===== config.mk =====
export PLATFORM = sky130hd
export DESIGN_NAME = uart_regfront
export DESIGN_NICKNAME = d
export VERILOG_FILES = /design/src/rtl/uart_rf_pkg.sv /design/src/rtl/uart_rf_fifo.sv /design/src/rtl/uart_rf_decode.sv /design/src/rtl/uart_rf_irq.sv /design/src/rtl/uart_regfront.sv
export SDC_FILE = /design/constraint.sdc
export NUM_CORES = 1
export LEC_CHECK = 0
export ABC_CLOCK_PERIOD_IN_PS = 3900
export BUFFER_PORTS_ARGS = -buffer_cell sky130_fd_sc_hd__buf_4
export CAP_MARGIN = 10
export CORE_AREA = 2 2 378 230
export CTS_CLUSTER_SIZE = 8
export DETAILED_ROUTE_END_ITERATION = 6
export DIE_AREA = 0 0 380 232
export GPL_TIMING_DRIVEN = 0
export PLACE_DENSITY = 0.81
export SYNTH_ARGS = -nofsm -noshare
export SYNTH_HDL_FRONTEND = slang
export SYNTH_HIERARCHICAL = 1
export SYNTH_SLANG_ARGS = --single-unit

===== constraint.sdc =====
create_clock -name clk -period 3.9 [get_ports clk]
set_input_delay 0 -clock clk [delete_from_list [all_inputs] [get_ports clk]]
set_output_delay 0 -clock clk [all_outputs]
set_load 0.02 [all_outputs]

===== src/rtl/uart_rf_pkg.sv =====
package uart_rf_pkg;

    localparam int BYTE_W = 8;

    // line control codes that pick a bank
    localparam logic [7:0] LCR_CFG_A = 8'h80;
    localparam logic [7:0] LCR_CFG_B = 8'hBF;

    // bit positions decoded by neighbours
    localparam int EFR_ENH_BIT    = 4;
    localparam int MCR_TABLE_BIT  = 6;
    localparam int SCR_GRAN_BIT   = 7;
    localparam int SYSC_SRST_BIT  = 1;
    localparam int FCR_EN_BIT     = 0;
    localparam int FCR_RXCLR_BIT  = 1;
    localparam int FCR_TXCLR_BIT  = 2;

    typedef enum logic [1:0] {
        BANK_OP,
        BANK_CFG_A,
        BANK_CFG_B
    } bank_e;

    typedef enum logic [4:0] {
        SEL_NONE,
        SEL_HOLD,
        SEL_DLL,
        SEL_DLH,
        SEL_IER,
        SEL_FCR,
        SEL_EFR,
        SEL_LCR,
        SEL_MCR,
        SEL_TCR,
        SEL_TLR,
        SEL_SPR,
        SEL_MDR,
        SEL_SCR,
        SEL_SSR,
        SEL_SYSC,
        SEL_SYSS,
        SEL_RXLVL
    } reg_sel_e;

    typedef struct packed {
        logic [7:0] dll;
        logic [7:0] dlh;
        logic [7:0] ier;
        logic [7:0] fcr;
        logic [7:0] efr;
        logic [7:0] lcr;
        logic [7:0] mcr;
        logic [7:0] tcr;
        logic [7:0] tlr;
        logic [7:0] spr;
        logic [7:0] scr;
        logic [2:0] mdr;
    } cfg_regs_t;

    localparam logic [2:0] MDR_OFF  = 3'd7;
    localparam logic [2:0] MDR_UART = 3'd0;

    function automatic bank_e bank_of(input logic [7:0] lcr);
        if (lcr == LCR_CFG_B)
            return BANK_CFG_B;
        else if (lcr[7])
            return BANK_CFG_A;
        else
            return BANK_OP;
    endfunction

    function automatic int unsigned coarse_trig(input logic [1:0] code);
        case (code)
            2'd0:    return 8;
            2'd1:    return 16;
            2'd2:    return 56;
            default: return 60;
        endcase
    endfunction

    function automatic cfg_regs_t regs_reset();
        cfg_regs_t r;
        r     = '0;
        r.mdr = MDR_OFF;
        return r;
    endfunction

endpackage


===== src/rtl/uart_rf_fifo.sv =====
module uart_rf_fifo #(
    parameter int DEPTH = 64,
    parameter int WIDTH = 8,
    localparam int AW = (DEPTH > 1) ? $clog2(DEPTH) : 1,
    localparam int CW = $clog2(DEPTH + 1)
) (
    input  logic             clk,
    input  logic             rst,
    input  logic             clr,
    input  logic [CW-1:0]    limit,
    input  logic             push,
    input  logic [WIDTH-1:0] din,
    input  logic             pop,
    output logic [WIDTH-1:0] dout,
    output logic [CW-1:0]    count,
    output logic             empty
);

    logic [WIDTH-1:0] mem [DEPTH];
    logic [AW-1:0]    wr_ptr, rd_ptr;
    logic             full, do_push, do_pop;

    assign full    = (count >= limit);
    assign empty   = (count == '0);
    assign do_push = push && !full;
    assign do_pop  = pop && !empty;
    assign dout    = mem[rd_ptr];

    function automatic logic [AW-1:0] bump(input logic [AW-1:0] p);
        return (p == AW'(DEPTH - 1)) ? '0 : p + AW'(1);
    endfunction

    always_ff @(posedge clk) begin
        if (do_push)
            mem[wr_ptr] <= din;
    end

    always_ff @(posedge clk) begin
        if (rst || clr) begin
            wr_ptr <= '0;
            rd_ptr <= '0;
            count  <= '0;
        end else begin
            if (do_push)
                wr_ptr <= bump(wr_ptr);
            if (do_pop)
                rd_ptr <= bump(rd_ptr);
            case ({do_push, do_pop})
                2'b10:   count <= count + CW'(1);
                2'b01:   count <= count - CW'(1);
                default: count <= count;
            endcase
        end
    end


    drop_full_chk: assert property (@(posedge clk) disable iff (rst)
        (push && !pop && !clr && count >= limit) |=> (count == $past(count)));


    empty_pop_chk: assert property (@(posedge clk) disable iff (rst)
        (pop && !push && !clr && count == '0) |=> (count == '0));


    level_bound_chk: assert property (@(posedge clk) disable iff (rst)
        count <= limit);

endmodule


===== src/rtl/uart_rf_decode.sv =====
module uart_rf_decode
    import uart_rf_pkg::*;
#(
    parameter int ADDR_W = 4
) (
    input  logic [ADDR_W-1:0] addr,
    input  logic [7:0]        lcr,
    input  logic              enh,
    input  logic              table_bit,
    output reg_sel_e          sel
);

    bank_e bank;
    logic  table_ok;

    always_comb begin
        bank     = bank_of(lcr);
        table_ok = enh && table_bit;
        case (addr)
            ADDR_W'(0):  sel = (bank == BANK_OP) ? SEL_HOLD : SEL_DLL;
            ADDR_W'(1):  sel = (bank == BANK_OP) ? SEL_IER : SEL_DLH;
            ADDR_W'(2):  sel = (bank == BANK_CFG_B) ? SEL_EFR : SEL_FCR;
            ADDR_W'(3):  sel = SEL_LCR;
            ADDR_W'(4):  sel = SEL_MCR;
            ADDR_W'(6):  sel = table_ok ? SEL_TCR : SEL_NONE;
            ADDR_W'(7):  sel = table_ok ? SEL_TLR : SEL_SPR;
            ADDR_W'(8):  sel = SEL_MDR;
            ADDR_W'(9):  sel = SEL_SCR;
            ADDR_W'(10): sel = SEL_SSR;
            ADDR_W'(11): sel = SEL_SYSC;
            ADDR_W'(12): sel = SEL_SYSS;
            ADDR_W'(13): sel = SEL_RXLVL;
            default:     sel = SEL_NONE;
        endcase
    end

endmodule


===== src/rtl/uart_rf_irq.sv =====
module uart_rf_irq
    import uart_rf_pkg::*;
#(
    parameter int DEPTH = 64,
    localparam int CW = $clog2(DEPTH + 1)
) (
    input  logic          clk,
    input  logic          rst,
    input  logic [CW-1:0] rx_count,
    input  logic          gran,
    input  logic [3:0]    tlr_rx,
    input  logic [1:0]    fcr_code,
    input  logic          rx_ie,
    input  logic          port_on,
    output logic          irq
);

    logic [CW-1:0] trig;

    always_comb begin
        if (gran)
            trig = (tlr_rx == 4'd0) ? CW'(1) : CW'(tlr_rx);
        else
            trig = CW'(coarse_trig(fcr_code));
        if (trig > CW'(DEPTH))
            trig = CW'(DEPTH);
        irq = port_on && rx_ie && (rx_count >= trig);
    end


    irq_needs_data_chk: assert property (@(posedge clk) disable iff (rst)
        irq |-> (rx_count != '0));

endmodule


===== src/rtl/uart_regfront.sv =====
module uart_regfront
    import uart_rf_pkg::*;
#(
    parameter int DEPTH  = 64,
    parameter int ADDR_W = 4,
    localparam int CW = $clog2(DEPTH + 1)
) (
    input  logic              clk,
    input  logic              rst,
    input  logic              bus_sel,
    input  logic              bus_wr,
    input  logic [ADDR_W-1:0] bus_addr,
    input  logic [7:0]        bus_wdata,
    output logic [7:0]        bus_rdata,
    input  logic              rx_push,
    input  logic [7:0]        rx_byte,
    input  logic              tx_pop,
    output logic [7:0]        tx_byte,
    output logic              tx_avail,
    output logic              irq
);

    cfg_regs_t     regs_q;
    reg_sel_e      sel;
    logic          soft_q, irst;
    logic          wr_stb, rd_stb, port_on;
    logic          fcr_wr, fen_change, rx_clr, tx_clr;
    logic [CW-1:0] limit, rx_count, tx_count;
    logic          rx_empty, tx_empty, tx_full;
    logic [7:0]    rx_head, last_rx;
    logic          rx_pop_req, tx_push_req;

    assign irst    = rst || soft_q;
    assign wr_stb  = bus_sel && bus_wr;
    assign rd_stb  = bus_sel && !bus_wr;
    assign port_on = (regs_q.mdr == MDR_UART);
    assign limit   = regs_q.fcr[FCR_EN_BIT] ? CW'(DEPTH) : CW'(1);
    assign tx_full = (tx_count >= limit);

    uart_rf_decode #(.ADDR_W(ADDR_W)) u_decode (
        .addr      (bus_addr),
        .lcr       (regs_q.lcr),
        .enh       (regs_q.efr[EFR_ENH_BIT]),
        .table_bit (regs_q.mcr[MCR_TABLE_BIT]),
        .sel       (sel)
    );

    assign fcr_wr      = wr_stb && (sel == SEL_FCR);
    assign fen_change  = fcr_wr && (bus_wdata[FCR_EN_BIT] != regs_q.fcr[FCR_EN_BIT]);
    assign rx_clr      = fcr_wr && (bus_wdata[FCR_RXCLR_BIT] || fen_change);
    assign tx_clr      = fcr_wr && (bus_wdata[FCR_TXCLR_BIT] || fen_change);
    assign rx_pop_req  = rd_stb && (sel == SEL_HOLD);
    assign tx_push_req = wr_stb && (sel == SEL_HOLD);

    uart_rf_fifo #(.DEPTH(DEPTH), .WIDTH(BYTE_W)) u_rx_fifo (
        .clk   (clk),
        .rst   (irst),
        .clr   (rx_clr),
        .limit (limit),
        .push  (rx_push && port_on),
        .din   (rx_byte),
        .pop   (rx_pop_req),
        .dout  (rx_head),
        .count (rx_count),
        .empty (rx_empty)
    );

    uart_rf_fifo #(.DEPTH(DEPTH), .WIDTH(BYTE_W)) u_tx_fifo (
        .clk   (clk),
        .rst   (irst),
        .clr   (tx_clr),
        .limit (limit),
        .push  (tx_push_req),
        .din   (bus_wdata),
        .pop   (tx_pop && port_on),
        .dout  (tx_byte),
        .count (tx_count),
        .empty (tx_empty)
    );

    assign tx_avail = port_on && !tx_empty;

    uart_rf_irq #(.DEPTH(DEPTH)) u_irq (
        .clk      (clk),
        .rst      (irst),
        .rx_count (rx_count),
        .gran     (regs_q.scr[SCR_GRAN_BIT]),
        .tlr_rx   (regs_q.tlr[7:4]),
        .fcr_code (regs_q.fcr[7:6]),
        .rx_ie    (regs_q.ier[0]),
        .port_on  (port_on),
        .irq      (irq)
    );

    // soft reset request lives outside the block reset it triggers
    always_ff @(posedge clk) begin
        if (rst)
            soft_q <= 1'b0;
        else
            soft_q <= wr_stb && (sel == SEL_SYSC) && bus_wdata[SYSC_SRST_BIT] && !soft_q;
    end

    always_ff @(posedge clk) begin
        if (irst) begin
            regs_q  <= regs_reset();
            last_rx <= '0;
        end else begin
            if (rx_pop_req && !rx_empty)
                last_rx <= rx_head;
            if (wr_stb) begin
                case (sel)
                    SEL_DLL: regs_q.dll <= bus_wdata;
                    SEL_DLH: regs_q.dlh <= bus_wdata;
                    SEL_IER: regs_q.ier <= bus_wdata;
                    SEL_FCR: begin
                        regs_q.fcr[FCR_EN_BIT] <= bus_wdata[FCR_EN_BIT];
                        regs_q.fcr[3]          <= bus_wdata[3];
                        if (regs_q.efr[EFR_ENH_BIT])
                            regs_q.fcr[7:4] <= bus_wdata[7:4];
                    end
                    SEL_EFR: regs_q.efr <= bus_wdata;
                    SEL_LCR: regs_q.lcr <= bus_wdata;
                    SEL_MCR: regs_q.mcr <= bus_wdata;
                    SEL_TCR: regs_q.tcr <= bus_wdata;
                    SEL_TLR: regs_q.tlr <= bus_wdata;
                    SEL_SPR: regs_q.spr <= bus_wdata;
                    SEL_MDR: regs_q.mdr <= bus_wdata[2:0];
                    SEL_SCR: regs_q.scr <= bus_wdata;
                    default: ;
                endcase
            end
        end
    end

    always_comb begin
        case (sel)
            SEL_HOLD:  bus_rdata = rx_empty ? last_rx : rx_head;
            SEL_DLL:   bus_rdata = regs_q.dll;
            SEL_DLH:   bus_rdata = regs_q.dlh;
            SEL_IER:   bus_rdata = regs_q.ier;
            SEL_FCR:   bus_rdata = regs_q.fcr;
            SEL_EFR:   bus_rdata = regs_q.efr;
            SEL_LCR:   bus_rdata = regs_q.lcr;
            SEL_MCR:   bus_rdata = regs_q.mcr;
            SEL_TCR:   bus_rdata = regs_q.tcr;
            SEL_TLR:   bus_rdata = regs_q.tlr;
            SEL_SPR:   bus_rdata = regs_q.spr;
            SEL_MDR:   bus_rdata = {5'd0, regs_q.mdr};
            SEL_SCR:   bus_rdata = regs_q.scr;
            SEL_SSR:   bus_rdata = {7'd0, tx_full};
            SEL_SYSS:  bus_rdata = {7'd0, !soft_q};
            SEL_RXLVL: bus_rdata = 8'(rx_count);
            default:   bus_rdata = 8'd0;
        endcase
    end


    efr_bank_chk: assert property (@(posedge clk) disable iff (rst)
        (sel == SEL_EFR) |-> (regs_q.lcr == LCR_CFG_B));


    soft_reset_chk: assert property (@(posedge clk) disable iff (rst)
        soft_q |=> (regs_q.mdr == MDR_OFF && regs_q.lcr == 8'h00 && rx_count == '0));


    rx_off_chk: assert property (@(posedge clk) disable iff (rst)
        (!port_on && !soft_q && !rx_clr && !rx_pop_req) |=> (rx_count == $past(rx_count)));

endmodule


==> flow_summary.ini <==
[outcome]
run_status = complete, but fails checks
failed_checks = setup timing

[floorplan]
num_rows = 83
fp.coreArea_um2 = 84740
die_h_um = 232
die-width_um = 380
start_util_pct = 56.60
ios = 44
fp.dieArea_um2 = 88160

[synth]
synth_cell_types = 90
synth_top_area_share_pct = 64.12
syn_avg_cell_area_um2 = 17.15
netlist_area_um2 = 47960
ys_ff_latch = 1172
yosysWarnings = 6
synth_cells = 2796
synthTopCellsByArea = edfxtp_1, mux4_2, dfxtp_1
ys_seq_area_share_pct = 70.29
synthFlopType = edfxtp_1
async_reset_ff_share_pct = 0
yosys.area.top_type = edfxtp_1
synth-edff-count = 1024

[route]
first_pass_iters = 7
vias_per_cell = 6.954
wl_per_cell_um = 32.29
drt_iter0_drc = 5165
drc = 0
drt_wl_total_um = 138700
ant_nets = 0
vias = 29870

[power]
power.leakage_nw = 17.69
p_switching_mw = 5.502
power_switching_share_pct = 20.34
combinationalPowerShare_pct = 1.9
p_int_mw = 21.54
peakVddDrop_uv = 439.5
power_frac_seq_pct = 50.5
clock_power_share_pct = 47.5
powerDensity_nw_per_um2 = 479.6

[worst_setup_path]
critPathMaxFanout = 10
endpoint_kind = primary output
critPathArrivalTime_ns = 4.11
worstSetupPathType = flop to primary output
startpoint_type = flop
worstPathRequired_ns = 3.90

[placed_design]
hpwl_um = 87660
placed_cells = 3993
place.port_buffers = 41
gp_congestion = 1.002

[final_layout]
num_antenna_cells = 0
postLayoutCoreUtil_pct = 66.55
final_nets = 3147
final_cells = 4295
area_growth_pct = 17.59
layout-drive-gt1-share_pct = 27.73

[clocking]
cts_buffer_depth = 3
cts_max_level = 4
clk_latency_ns = 0.76
tritoncts = yes
path_clk_slew_ns = 0.05
clkSinkCount = 1172
numCtsBuffers = 164
root_buffer = clkbuf_16

[sta]
fmax_mhz = 243.4
report.final.slew_viol_count = 0
finalWorstSetupSlack_ns = -0.2078
worst_pin_slew_ns = 1.242
setup_viol = 27
rsz0062_at_grt = true
fin_worst_skew_ns = 0.02351
finalHoldViolations = 0
fin_crit_ns = 4.108
fin_crit_sh_pct = 105.3
relSlewSlack_pct = 17.18

[run]
max-cap-violations = 0

[grt]
grt_overflow_total = 0
first_global_vias = 28840
antenna_found_initial = 5
grt.total_usage_pct = 31.37
grt_max_degree = 69
grt_pass1_wl_um = 197800

[min_path]
hold_path_class = primary input to flop
==> power groups by stage <==
| stage | sequential [mW] | combinational (mW) | clock, mW |
|---|---|---|---|
| finish | 13.7 | 0.527 | 12.9 |
| global route | 13.6 | 0.554 | 13.5 |
| global placement | 13.9 | 0.438 | 0 |
| detailed placement | 13.9 | 0.461 | 0 |
| CTS | 13.7 | 0.502 | 12.9 |
| floorplan | 13.9 | 0.168 | 0 |
==> cells in the mapped netlist, types with 36 or more instances <==
library cell	count
clkbuf_1	68
nand3_1	70
a21oi_1	77
o22ai_1	42
nor2_1	286
nand2_1	106
buf_2	54
o21ai_0	36
mux2i_1	111
dfxtp_1	148
mux4_2	234
edfxtp_1	1024
==> routing by layer <==
layer	vias to the layer above	global-route usage, %	part of all wire, %
met5	-	0	0.043
met4	6	8.532	2.2
met3	350	16.64	19
met2	2740	40.86	40
met1	15060	45.68	38
li1	11710	-	-
==> critical path: stages, from the launching register on <==
cell and delay [ns]:
dfxtp_1 0.33, buf_2 0.29, clkbuf_4 0.33, clkbuf_4 0.30, nand3_1 0.28, o21ai_0 0.32
a211oi_2 0.10, o21ai_4 0.10, o41ai_4 0.11, buf_6 0.18, mux2i_4 0.18, nor2_1 0.07
a21oi_1 0.13, nor3_1 0.06, or3_4 0.42, buf_6 0.15
==> stage by stage <==
stage	TNS, ns	hold slack [ns]	power [mW]	instance area (µm²)	setup WS (ns)
6_report	-1.589	0.05052	27.05	56400	-0.2078
5_1_grt	-3.830	0.08945	27.68	56400	-0.2974
4_1_cts	-11.67	0.007682	27.10	55720	-0.1983
3_5_place_dp	-336.85	0.2364	14.36	49740	-1.248
3_3_place_gp	-287.46	0.2336	14.34	49740	-1.057
2_1_floorplan	0	0.09887	14.07	47990	0.05404
==> layout make-up <==
type	instances	area [µm²]
clock inverters	11	151.4
inverters	35	137.6
well taps	1147	1435
multi-input cells	1427	14250
clock buffers	214	4377
flip-flops and latches	1172	33720
repair buffers	123	1114
plain buffers	166	1214
fillers	5305	28340
==> cell usage in the layout (no fill, tap or decap), types with 24 or more instances in the layout <==
cell	count
clkbuf_1	101
nor2b_1	26
buf_4	99
nor2_2	82
edfxtp_1	1024
nand2_1	104
dlygate4sd3_1	24
a21oi_1	70
nor2_1	191
o21ai_0	31
mux4_2	241
a22oi_1	31
mux2i_1	100
clkbuf_16	169
dfxtp_1	143
nand3_1	66
ha_1	28
inv_1	31
buf_2	40
o22ai_1	32
==> state kept, by name (all words and copies together) (netlist names), named ones only <==
name / cells
last_rx: 8
u_tx_fifo/rd_ptr: 6
u_tx_fifo/wr_ptr: 6
u_rx_fifo/wr_ptr: 6
u_tx_fifo/mem: 512
soft_q: 1
regs_q: 89
u_rx_fifo/rd_ptr: 6
u_rx_fifo/count: 7
u_tx_fifo/count: 7
u_rx_fifo/mem: 512
==> logic make-up after synthesis <==
logic type / Yosys count / synth area share (%)
adders and majority gates: 32 / 0.8348
and+or+nand+nor: 661 / 6.770
DFF: 1172 / 70.29
muxes: 383 / 14.92
other: 1 / 0.007819
buffers and inverters: 206 / 2.241
xor gates and xnor gates: 29 / 0.5296
AOI/OAI and AO/OA: 312 / 4.406
==> final timing paths <==
| kind | start | to | slack, ns | cells after the start |
|---|---|---|---|---|
| setup reg to reg | regs_q[50] | u_tx_fifo/count[4] | -0.16 | 21 |
| setup / recovery | flop | bus_rdata[7] | -0.21 | 15 |
| hold reg to reg | regs_q[87] | regs_q[87] | 0.46 | 2 |
| hold / removal | tx_pop | u_tx_fifo/rd_ptr[0] | 0.05 | 6 |
==> what timing repair did <==
action | in CTS | in global routing
hold endpoints to repair | 1054 | 0
gates resized for setup | 235 | 135
endpoints found under the setup margin | 543 | 527
gates cloned | 1 | 1
pin swaps | 30 | 40
hold buffers | 24 | 0
setup buffers | 34 | 25
Power figures use the tool's default switching activity.
